--- src/rtl/itmr_pkg.sv ---
package itmr_pkg;
  localparam int DW = 32;
  localparam int AW = 2;

  typedef enum logic [AW-1:0] {
    REG_CTRL  = 2'd0,
    REG_COUNT = 2'd1,
    REG_LIMIT = 2'd2,
    REG_NONE  = 2'd3
  } reg_sel_e;

  localparam int CTRL_IE_BIT  = 0;
  localparam int CTRL_RUN_BIT = 1;
  localparam int CTRL_PND_BIT = 3;
endpackage

--- src/rtl/itmr_ctrl.sv ---
module itmr_ctrl
  import itmr_pkg::*;
#(
  parameter int W = DW
) (
  input  logic         clk_i,
  input  logic         rst_ni,
  input  logic         ctrl_we_i,
  input  logic [W-1:0] wdata_i,
  input  logic         wrap_i,
  output logic         ie_o,
  output logic         run_o,
  output logic         pend_o
);
  logic ie_q, run_q, pend_q;

  always_ff @(posedge clk_i or negedge rst_ni) begin
    if (!rst_ni) begin
      ie_q  <= 1'b0;
      run_q <= 1'b0;
    end else if (ctrl_we_i) begin
      ie_q  <= wdata_i[CTRL_IE_BIT];
      run_q <= wdata_i[CTRL_RUN_BIT];
    end
  end

  // a wrap in the ack cycle wins so no event is lost
  always_ff @(posedge clk_i or negedge rst_ni) begin
    if (!rst_ni)        pend_q <= 1'b0;
    else if (wrap_i)    pend_q <= 1'b1;
    else if (ctrl_we_i) pend_q <= 1'b0;
  end

  assign ie_o   = ie_q;
  assign run_o  = run_q;
  assign pend_o = pend_q;


  pend_ack_chk: assert property (@(posedge clk_i) disable iff (!rst_ni)
    (ctrl_we_i && !wrap_i) |=> !pend_o);

  pend_wrap_chk: assert property (@(posedge clk_i) disable iff (!rst_ni)
    wrap_i |=> pend_o);

  pend_src_chk: assert property (@(posedge clk_i) disable iff (!rst_ni)
    $rose(pend_o) |-> $past(wrap_i));
endmodule

--- src/rtl/itmr_cnt.sv ---
module itmr_cnt
  import itmr_pkg::*;
#(
  parameter int W = DW
) (
  input  logic         clk_i,
  input  logic         rst_ni,
  input  logic         run_i,
  input  logic         count_we_i,
  input  logic         limit_we_i,
  input  logic [W-1:0] wdata_i,
  output logic [W-1:0] count_o,
  output logic [W-1:0] limit_o,
  output logic         wrap_o
);
  logic [W-1:0] count_q, limit_q, count_d;
  logic         at_limit;

  assign at_limit = (count_q == limit_q);
  assign wrap_o   = run_i && !count_we_i && at_limit;

  always_comb begin
    count_d = count_q;
    if (count_we_i)  count_d = wdata_i;
    else if (run_i)  count_d = at_limit ? '0 : count_q + 1'b1;
  end

  always_ff @(posedge clk_i or negedge rst_ni) begin
    if (!rst_ni) count_q <= '0;
    else         count_q <= count_d;
  end

  always_ff @(posedge clk_i or negedge rst_ni) begin
    if (!rst_ni)         limit_q <= '0;
    else if (limit_we_i) limit_q <= wdata_i;
  end

  assign count_o = count_q;
  assign limit_o = limit_q;


  hold_chk: assert property (@(posedge clk_i) disable iff (!rst_ni)
    (!run_i && !count_we_i) |=> $stable(count_o));

  step_chk: assert property (@(posedge clk_i) disable iff (!rst_ni)
    (run_i && !count_we_i && (count_o != limit_o)) |=> (count_o == $past(count_o) + 1'b1));

  wrap_zero_chk: assert property (@(posedge clk_i) disable iff (!rst_ni)
    wrap_o |=> (count_o == '0));

  load_chk: assert property (@(posedge clk_i) disable iff (!rst_ni)
    count_we_i |=> (count_o == $past(wdata_i)));
endmodule

--- src/rtl/interval_timer.sv ---
module interval_timer
  import itmr_pkg::*;
(
  input  logic          clk_i,
  input  logic          rst_ni,
  input  logic          we_i,
  input  logic [AW-1:0] addr_i,
  input  logic [DW-1:0] wdata_i,
  output logic [DW-1:0] rdata_o,
  output logic          irq_o
);
  logic          ctrl_we, count_we, limit_we;
  logic          ie, run, pend, wrap;
  logic [DW-1:0] count, limit, ctrl_word;

  assign ctrl_we  = we_i && (addr_i == REG_CTRL);
  assign count_we = we_i && (addr_i == REG_COUNT);
  assign limit_we = we_i && (addr_i == REG_LIMIT);

  itmr_ctrl #(.W(DW)) u_ctrl (
    .clk_i     (clk_i),
    .rst_ni    (rst_ni),
    .ctrl_we_i (ctrl_we),
    .wdata_i   (wdata_i),
    .wrap_i    (wrap),
    .ie_o      (ie),
    .run_o     (run),
    .pend_o    (pend)
  );

  itmr_cnt #(.W(DW)) u_cnt (
    .clk_i      (clk_i),
    .rst_ni     (rst_ni),
    .run_i      (run),
    .count_we_i (count_we),
    .limit_we_i (limit_we),
    .wdata_i    (wdata_i),
    .count_o    (count),
    .limit_o    (limit),
    .wrap_o     (wrap)
  );

  always_comb begin
    ctrl_word               = '0;
    ctrl_word[CTRL_IE_BIT]  = ie;
    ctrl_word[CTRL_RUN_BIT] = run;
    ctrl_word[CTRL_PND_BIT] = pend;
  end

  always_comb begin
    unique case (reg_sel_e'(addr_i))
      REG_CTRL:  rdata_o = ctrl_word;
      REG_COUNT: rdata_o = count;
      REG_LIMIT: rdata_o = limit;
      default:   rdata_o = '0;
    endcase
  end

  assign irq_o = pend && ie;


  irq_level_chk: assert property (@(posedge clk_i) disable iff (!rst_ni)
    (ie && $rose(pend)) |-> irq_o);
endmodule

--- config.mk ---
export PLATFORM = sky130hd
export DESIGN_NAME = interval_timer
export DESIGN_NICKNAME = d
export VERILOG_FILES = /design/src/rtl/itmr_pkg.sv /design/src/rtl/itmr_ctrl.sv /design/src/rtl/itmr_cnt.sv /design/src/rtl/interval_timer.sv
export SDC_FILE = /design/constraint.sdc
export NUM_CORES = 1
export LEC_CHECK = 0
export ABC_AREA = 1
export ABC_CLOCK_PERIOD_IN_PS = 1950
export BUFFER_PORTS_ARGS = -buffer_cell sky130_fd_sc_hd__buf_2
export CAP_MARGIN = 0
export CORE_MARGIN = 4
export CORE_UTILIZATION = 58
export DETAILED_ROUTE_END_ITERATION = 6
export HOLD_SLACK_MARGIN = 0.03
export PLACE_DENSITY = 0.83
export SLEW_MARGIN = 20
export SYNTH_ARGS = -nofsm -noshare
export SYNTH_HDL_FRONTEND = slang
export SYNTH_SLANG_ARGS = --single-unit
--- constraint.sdc ---
create_clock -name clk_i -period 1.95 [get_ports clk_i]
set_input_delay 0.2925 -clock clk_i [delete_from_list [all_inputs] [get_ports clk_i]]
set_output_delay 0.2925 -clock clk_i [all_outputs]
set_load 0.01 [all_outputs]
**Word level (Yosys, flattened, before mapping)**

Cells that the tools add are included.

- Flip-flop bits (word level): 67
- Input port bits: 37

- Add/sub/neg operators: 1
- Equality and inequality tests: 3
- Reduce and logical (&&, ||, !) cells: 10
- Muxes and demuxes: 6

Operators with widths:

| kind | count |
|---|---|
| two-way mux 32 bit | 3 |
| case mux 32 bit (3 select lines) | 1 |
| adder 32 x 1 -> 32 bit (second input constant) | 1 |
| == test 32 bit | 1 |
| logical AND 1 bit | 6 |
| nonzero test 2 bit | 2 |
| == test 2 x 1 -> 1 bit (second input constant) | 1 |
| == test 2 bit (second input constant) | 1 |
| zero test 2 bit | 1 |
| two-way mux 1 bit | 2 |
| zero test 1 bit | 1 |

**Depth between registers and ports, before layout**

Gate-level depths: netlist (run 1).

- Depth in word-level cells: 6
- Mapped depth: 11
- Depth with buffers taken out: 10

**Modules after synthesis**

Synthesis (run 1) repeated with hierarchy kept, for this count alone.

- Cell total of the unflattened synthesis: 639
- Area total of the unflattened synthesis: 4,674.5 µm²

Modules (own cells, without submodules):

| module | area an instance (µm²) | seq. area each (µm²) | times used | cells each |
|---|---|---|---|---|
| itmr_cnt | 4,045.1 | 1,601.5 | 1 | 508 |
| interval_timer | 516.7 | 0.0 | 1 | 118 |
| itmr_ctrl | 112.6 | 75.1 | 1 | 13 |

**Worst setup path after synthesis (run 1)**

OpenSTA, ideal clock, no wires.

- Path kind: register to register
- Start point: register u_cnt.count_q[1], in the netlist u_cnt.count_o[1]
- End point: register u_cnt.count_q[24], in the netlist u_cnt.count_o[24]
- Period minus slack after synthesis: 1.463 ns
- Cell stages (with the launch flop): 11
- Setup slack: 0.487 ns
- Data required time: 1.833 ns
- Buffers on the path: 0
- Library setup time: 0.117 ns
- Arrival time: 1.345 ns
- Path through: dfrtp_1 -> ha_1 -> inv_1 -> nor2_4 -> nand3_4 -> nor2_4 -> nand2_1 -> nand2_1 -> nand2_1 -> nand3_1 -> nand2_1

- Cells in the longest elaborated chain, start to end: 4
- Elaborated cells between the ends (all ways): 5
- Those cells by class: add/sub: 1; eq/ne: 1; mux: 3

RTL lines:

| what | RTL line | text |
|---|---|---|
| start, declared | itmr_cnt.sv:16 | `logic [W-1:0] count_q, limit_q, count_d;` |
| start signal, assigned | itmr_cnt.sv:30 | `else count_q <= count_d;` |
| adder 32 x 1 -> 32 bit / == test 32 bit (equally long branches) | itmr_cnt.sv:25, itmr_cnt.sv:19 |  |
| two-way mux 32 bit * (2 in a row) | itmr_cnt.sv:25 | `else if (run_i) count_d = at_limit ? '0 : count_q + 1'b1;` |
| two-way mux 32 bit * | itmr_cnt.sv:24 | `if (count_we_i) count_d = wdata_i;` |

Every way passes the cells marked *; elsewhere a longest branch is shown, timed or not. The select of a mux whose other input is x is not followed.
A chain may end at the register's enable or synchronous reset.

**Worst setup path in the final report (run 1)**

- Start point: register u_cnt.count_q[20], in the netlist u_cnt.count_o[20]
- End point: register u_cnt.count_q[0], in the netlist u_cnt.count_o[0]

- Cells in the longest elaborated chain, start to end: 4

RTL lines:

| what | RTL line | text |
|---|---|---|
| == test 32 bit | itmr_cnt.sv:19 | `assign at_limit = (count_q == limit_q);` |
| two-way mux 32 bit (2 in a row) | itmr_cnt.sv:25 |  |
| two-way mux 32 bit | itmr_cnt.sv:24 |  |

Every way passes these cells. The select of a mux whose other input is x is not followed.

==> reports/qor.txt, run 1 <==
Synthesized flop and latch total -> 67
Number of global-route vias before repair -> 4,596
RSZ-0062 raised after global routing -> false
Hold crit path type -> in -> reg
Std cell rows -> 32
Share of the core filled with cells -> 0.684
DRT antenna net count -> 0
FF/Latch Area -> 1680 um^2
Max Buffers Root-to-Sink -> 2
Post-synth top area share -> 0.362
Area of the core -> 7730 um^2
CTS Hold Bufs -> 1
Seq/Total Area, Yosys -> 0.362
Data required, critical path -> 2.18 ns
Final Hold Viols -> 0
Pleak -> 2.77 nW
Worst path top cell family by delay -> simple AND/OR/NAND/NOR gates
Crit-path slowest cell -> dfrtp_1
Sum of buffers and inverters on the critical path -> 2
Starting Density -> 0.599
CTS-repair resized insts -> 0
Status -> completed
Final Net Count -> 799
Max-cap check violation count -> 0
DR vias/cell -> 5.30
Area leader, netlist -> dfrtp_1
Arrival time of the worst setup path -> 1.92 ns
Worst-path clk slew -> 0.08 ns
Initial antenna violation count -> 0
Global-route wire length before repair -> 21.0 mm
GP Congestion -> 0.945
Mean area per synthesized cell -> 6.68 um^2
CTS sink count -> 67
CTS tree -> yes
PD cells -> 999 nW/um^2
I/O Pins -> 70
Die area -> 9480 um^2
Detailed Place HPWL -> 8.86 mm
Cell Area, Synth -> 4630 um^2
Global Route Usage Sum -> 0.267
Total Neg Setup Slack -> 0 ns
Num CTS Buffers -> 9
Number of remaining DRC errors -> 0
Final setup violation count -> 0
Worst-Skew Late Latency -> 0.35 ns
Peak supply drop -> 0.665 mV
Final Max Tran Viols -> 0
ANT cells -> 0
Dominant cells by area after synthesis -> dfrtp_1 36%, nand2_1 18%, inv_1 9.9%
Routed vias -> 4,600
Root buffer cell -> clkbuf_8
Setup ws final -> 0.262 ns
GR Overflow Total -> 0
Warnings from Yosys -> 0
Setup bufs post-CTS -> 0
Synth Net Count -> 731
Cell repeated most along the worst path -> nand2_1
Synth unique cells -> 28
Mean routed wirelength per cell -> 14.0 um
Synth-to-Final Area Change -> 14.2%
Pin count of the biggest net entering global routing -> 68
Tcrit/Tclk final -> 0.866
Max incr delay on CP -> 0.44 ns
Router iterations before antenna repair -> 5
DRT iter0 DRCs -> 213
Chip height -> 97.3 um
Pre-CTS WS -> 0.292 ns
Max_slew headroom -> 0.648
Layout cell share with drive strength beyond 1 -> 0.151
Setup crit start kind -> flop
Buffers on Ports -> 69
CP Capture Type -> flop
Ordered cell list for the critical path -> inv_1, nand2_1, nand2_1, nand2_1, nor2_1, nand2_1, nor2_1, nand2_2, buf_12, nand3_1, nand2_1
Routed wire length -> 12.2 mm
Htree depth -> 3
Multi-input gate area -> 2360 um^2
Crit Path Max Fanout -> 33
Worst slew pin tran -> 0.527 ns
Fin crit period -> 1.69 ns
# fillers -> 676
Die Wd -> 97.3 um
Clk_skew -> 0.00861 ns
Cell count after synthesis -> 693
FMAX -> 0.592 GHz
CP Class -> reg -> reg
-- placed cells by master (no fill, tap or decap), types with 2 or more instances in the layout --
master | Yosys | layout
nand2_1 | 216 | 216
inv_1 | 122 | 122
buf_2 | 9 | 69
dfrtp_1 | 67 | 67
o21ai_0 | 59 | 59
nor2_1 | 49 | 49
nand3_1 | 43 | 43
o22ai_1 | 38 | 38
xnor2_1 | 26 | 26
xor2_1 | 18 | 18
clkbuf_8 | 0 | 13
buf_4 | 2 | 9
nand2_2 | 5 | 5
nor2_4 | 5 | 5
inv_2 | 4 | 4
nor2_2 | 4 | 4
o211ai_1 | 3 | 3
clkbuf_1 | 11 | 2
buf_12 | 0 | 2
-- cells in the mapped netlist --
| cell type | n |
|---|---|
| xnor2_1 | 26 |
| dfrtp_1 | 67 |
| nor2_2 | 4 |
| nand2_1 | 216 |
| nand3_2 | 1 |
| ha_1 | 1 |
| nand3b_2 | 1 |
| inv_2 | 4 |
| o21ai_0 | 59 |
| and3_1 | 1 |
| nor2_1 | 49 |
| clkbuf_1 | 11 |
| o22ai_1 | 38 |
| nand4_1 | 1 |
| buf_4 | 2 |
| nand3_4 | 1 |
| buf_2 | 9 |
| xor2_1 | 18 |
| nand2_4 | 1 |
| a21oi_1 | 1 |
| nor3_1 | 1 |
| buf_6 | 2 |
| o211ai_1 | 3 |
| nor2_4 | 5 |
| inv_1 | 122 |
| nand3_1 | 43 |
| nand3b_1 | 1 |
| nand2_2 | 5 |
-- per-stage QoR --
stage	cells	hold WS, ns	area, um^2	power [mW]
after floorplan	693	-0.00309	4630	3.57
after global placement	851	0.346	5090	4.05
after detailed placement	851	0.348	5090	4.14
after CTS	868	0.215	5290	5.29
after global routing	868	0.228	5290	5.70
final	868	0.218	5290	5.28
-- routing by layer --
layer,up-vias,wire [um],global-route usage
li1,2276,-,-
met3,27,607,0.0431
met4,0,294,0.105
met1,2154,5180,0.336
met5,-,0,0
met2,143,6110,0.459
-- report_power, final --
| group | total, mW | switching [mW] | internal [mW] |
|---|---|---|---|
| clock network | 1.14 | 0.534 | 0.601 |
| registers | 2.23 | 0.497 | 1.73 |
| logic | 1.92 | 1.12 | 0.800 |
-- final cells by class --
type | instances | share of cell area
tap | 102 | 0.0241
timing repair buffer | 81 | 0.0876
multi-input combinational | 476 | 0.446
clock buffer | 15 | 0.0353
inverter | 126 | 0.0894
clock inverter | 1 | 0.000947
sequential | 67 | 0.317
-- sequential cells by signal, summed over array words and instances (netlist names) --
signal         flops
u_cnt.count_o     32
u_ctrl.ie_o        1
u_ctrl.run_o       1
u_cnt.limit_o     32
u_ctrl.pend_o      1
-- worst paths after layout --
| kind | slack (ns) | startpoint | cells past startpoint | endpoint |
|---|---|---|---|---|
| worst min register to register | 0.52 | u_cnt.limit_o[20] | 2 | u_cnt.limit_o[20] |
| worst min-delay path | 0.22 | wdata_i[27] | 3 | u_cnt.limit_o[27] |
| min in group asynchronous | 0.51 | rst_ni | 3 | u_cnt.limit_o[18] |
| max in group asynchronous | 1.14 | rst_ni | 3 | u_cnt.limit_o[31] |
| worst max register to register | 0.26 | u_cnt.count_o[20] | 11 | u_cnt.count_o[0] |
| worst max-delay path | 0.26 | u_cnt.count_o[20] | 11 | u_cnt.count_o[0] |
-- cell families after synthesis --
logic type               share of synthesized area
AND/OR/NAND/NOR                              0.302
buffers and inverters                        0.129
flip-flops                                   0.362
adder cells (fa/ha/maj)                    0.00270
XOR/XNOR                                    0.0832
AO/OA/AOI/OAI                                0.121
-- worst register-to-register path, delay by kind of cell, from the launching register on --
kind,cells,cell delay [ns]
flip-flops,1,0.44
AND/OR/NAND/NOR,9,0.85
buffers and inverters,2,0.30
Note: power is estimated with default switching activity, not from simulation.
==> run 2, diff against run 1 <==
- ABC_AREA: 1 -> not set
- CORE_UTILIZATION: 58 -> 57
- PLACE_DENSITY: 0.83 -> 0.82
==> run 2 against run 1 <==
Against the previous run: the flow now finishes with violations (negative setup slack); first-iteration DRC count increased by 73%; die area decreased by 3.8%; fmax decreased by 23%; via count decreased by 0.13%; sequential power decreased by 14%; worst setup slack got worse by 0.52 ns; cell area increased by 11%; highest routed layer unchanged.
==> reports/qor.txt, run 2 <==
Status -> finished, violations left
Failing checks -> negative setup slack
Clock power share -> 0.195
Global-route wire length before repair -> 22.4 mm
Highest metal used -> met4
Num CTS Buffers -> 9
Compound-cell area share of the yosys netlist -> 0.204
Synth-to-Final Area Change -> 34.7%
RSZ-0062 raised after global routing -> true
Pre-CTS WS -> -0.261 ns
Crit-path slowest cell -> dfrtp_1
CTS tree -> yes
Post-synthesis mux area share -> 0.0946
GP Congestion -> 0.921
Setup crit start kind -> flop
CP Capture Type -> flop
Synth unique cells -> 55
Number of remaining DRC errors -> 0
Asr flop ratio synth -> 1.00
Dominant cells by area after synthesis -> dfrtp_1 38%, mux2_2 8.8%, xor2_1 6.6%
Arrival time of the worst setup path -> 2.42 ns
Post-synth top area share -> 0.384
DR vias/cell -> 6.44
Sw power -> 2.11 mW
Cell count after synthesis -> 472
Final Hold Viols -> 0
Synthesized-area fraction occupied by adder cells -> 0.00287
Routed vias -> 4,594
Seq/Total Area, Yosys -> 0.384
CTS sink count -> 67
Routed wl met2 -> 6.81 mm
Peak supply drop -> 0.595 mV
Final setup violation count -> 32
Ordered cell list for the critical path -> xor2_2, nor4_2, nand4_1, or2_4, buf_6, a32oi_1, o21ai_0
Initial antenna violation count -> 0
EDFF count, synth -> 0
Synth cell count leaders -> 67 x dfrtp_1, 40 x nor2_1, 34 x mux2_2
Most common cell after layout, fill and taps aside -> buf_4
Pleak -> 2.63 nW
Fin crit period -> 2.21 ns
Metal3 WL -> 1.35 mm
Worst-path clk slew -> 0.07 ns
Router iterations before antenna repair -> 6
ANT cells -> 0
Global Route Usage Sum -> 0.321
Area leader, netlist -> dfrtp_1
Buffers on Ports -> 69
Final Max Tran Viols -> 0
Mean routed wirelength per cell -> 20.1 um
Final Net Count -> 648
Tcrit/Tclk final -> 1.13
Starting Density -> 0.595
I/O Pins -> 70
Comb pwr share -> 0.460
FMAX -> 0.453 GHz
Routed wire length -> 14.4 mm
Hold crit path type -> in -> reg
Data required, critical path -> 2.16 ns
Number of global-route vias before repair -> 4,585
Simple-gate portion of the synthesized area -> 0.194
Synth Flop Type -> dfrtp_1
Max_slew headroom -> 0.734
Main combinational cell family by area after synthesis -> compound AO/OA/AOI/OAI gates
Pin count of the biggest net entering global routing -> 68
Multi-input gate area -> 2700 um^2
FF/Latch Area -> 1680 um^2
Flop2flop setup slack -> -0.26 ns
DRT antenna net count -> 0
Warnings from Yosys -> 0
Chip height -> 95.5 um
Commonest cells after routing, fill and taps aside -> 88 x buf_4, 69 x buf_2, 66 x dfrtp_1
CP Class -> reg -> reg
Metal-1 WL -> 5.62 mm
Max Buffers Root-to-Sink -> 2
Layout cell share with drive strength beyond 1 -> 0.446
Top-count cell post-synth -> dfrtp_1
Synth Net Count -> 510
DRT iter0 DRCs -> 369
Cell Area, Synth -> 4360 um^2
Setup ws final -> -0.257 ns
Worst-Skew Late Latency -> 0.34 ns
Pint -> 3.44 mW
Area of the core -> 7330 um^2
Worst slew pin tran -> 0.397 ns
Mean area per synthesized cell -> 9.24 um^2
Detailed Place HPWL -> 9.64 mm
Total power -> 5.55 mW
Seq pwr share -> 0.346
Sw frac -> 0.380
Max-cap check violation count -> 0
Crit Path Max Fanout -> 10
Worst path top cell family by delay -> simple AND/OR/NAND/NOR gates
Htree depth -> 3
# fillers -> 430
Total Neg Setup Slack -> -4.28 ns
Xor/xnor share of the synthesized area -> 0.0662
Max incr delay on CP -> 0.43 ns
PD cells -> 944 nW/um^2
Die Wd -> 95.5 um
Root buffer cell -> clkbuf_8
Sum of buffers and inverters on the critical path -> 1
Clk_skew -> 0.00986 ns
Die area -> 9120 um^2
Synthesized flop and latch total -> 67
Std cell rows -> 31
GR Overflow Total -> 0
[run 2: power by group through the flow]
stage,sequential (mW),clock (mW),combinational [mW]
2_1_floorplan,1.92,0,1.26
3_3_place_gp,1.91,0,2.15
3_5_place_dp,1.93,0,2.21
4_1_cts,1.90,1.09,2.33
5_1_grt,1.96,1.15,2.73
6_report,1.92,1.08,2.55
[run 2: final cells by class]
cell class              count  share of cell area
multi-input cells         356               0.459
clock buffers              13              0.0287
repair buffers            170               0.200
well taps                  99              0.0211
clock inverters             2             0.00170
inverters                   6             0.00383
flip-flops and latches     67               0.285
[run 2: what timing repair did]
item / 4_1_cts / 5_1_grt
gates cloned: 2 / 0
setup endpoints to repair: 32 / 33
pin swaps: 7 / 14
hold buffers: 1 / 0
endpoints found under the hold margin: 67 / 0
gates resized for setup: 22 / 60
setup buffers: 5 / 3
[run 2: worst paths after layout]
check | endpoint | from | depth (start not counted)
max | u_cnt.count_o[24] | u_cnt.limit_o[13] | 7
min | u_cnt.count_o[10] | wdata_i[10] | 3
max reg2reg | u_cnt.count_o[24] | u_cnt.limit_o[13] | 7
min reg2reg | u_cnt.limit_o[30] | u_cnt.limit_o[30] | 1
max in group asynchronous | u_cnt.count_o[8] | rst_ni | 3
min in group asynchronous | u_cnt.limit_o[7] | rst_ni | 3
[run 2: stage by stage]
stage,area (um^2),utilization,hold slack (ns),cells
2_1_floorplan,4370,-,-0.00309,472
3_3_place_gp,5350,0.730,0.344,687
3_5_place_dp,5350,0.730,0.343,687
4_1_cts,5680,0.775,0.176,710
5_1_grt,5880,0.802,0.185,713
6_report,5880,0.802,0.183,713
[run 2: worst reg2reg max path: stages, from the launching register on]
cell and delay, ns:
dfrtp_1 0.43, xor2_2 0.20, nor4_2 0.34, nand4_1 0.23, or2_4 0.39, buf_6 0.17
a32oi_1 0.19, o21ai_0 0.13
[run 2: logic make-up (layout without fill, tap and decap cells)]
logic type,count (synthesis),in the layout
muxes,37,37
AOI/OAI and AO/OA,127,127
DFF,67,67
buffers and inverters,50,191
adders and majority gates,1,1
xor gates and xnor gates,33,33
and+or+nand+nor,157,158
[run 2: per-layer routing]
metal,up-vias,GRT usage
met4,0,0.159
met1,2202,0.414
li1,2016,-
met5,-,0
met2,303,0.516
met3,73,0.0631
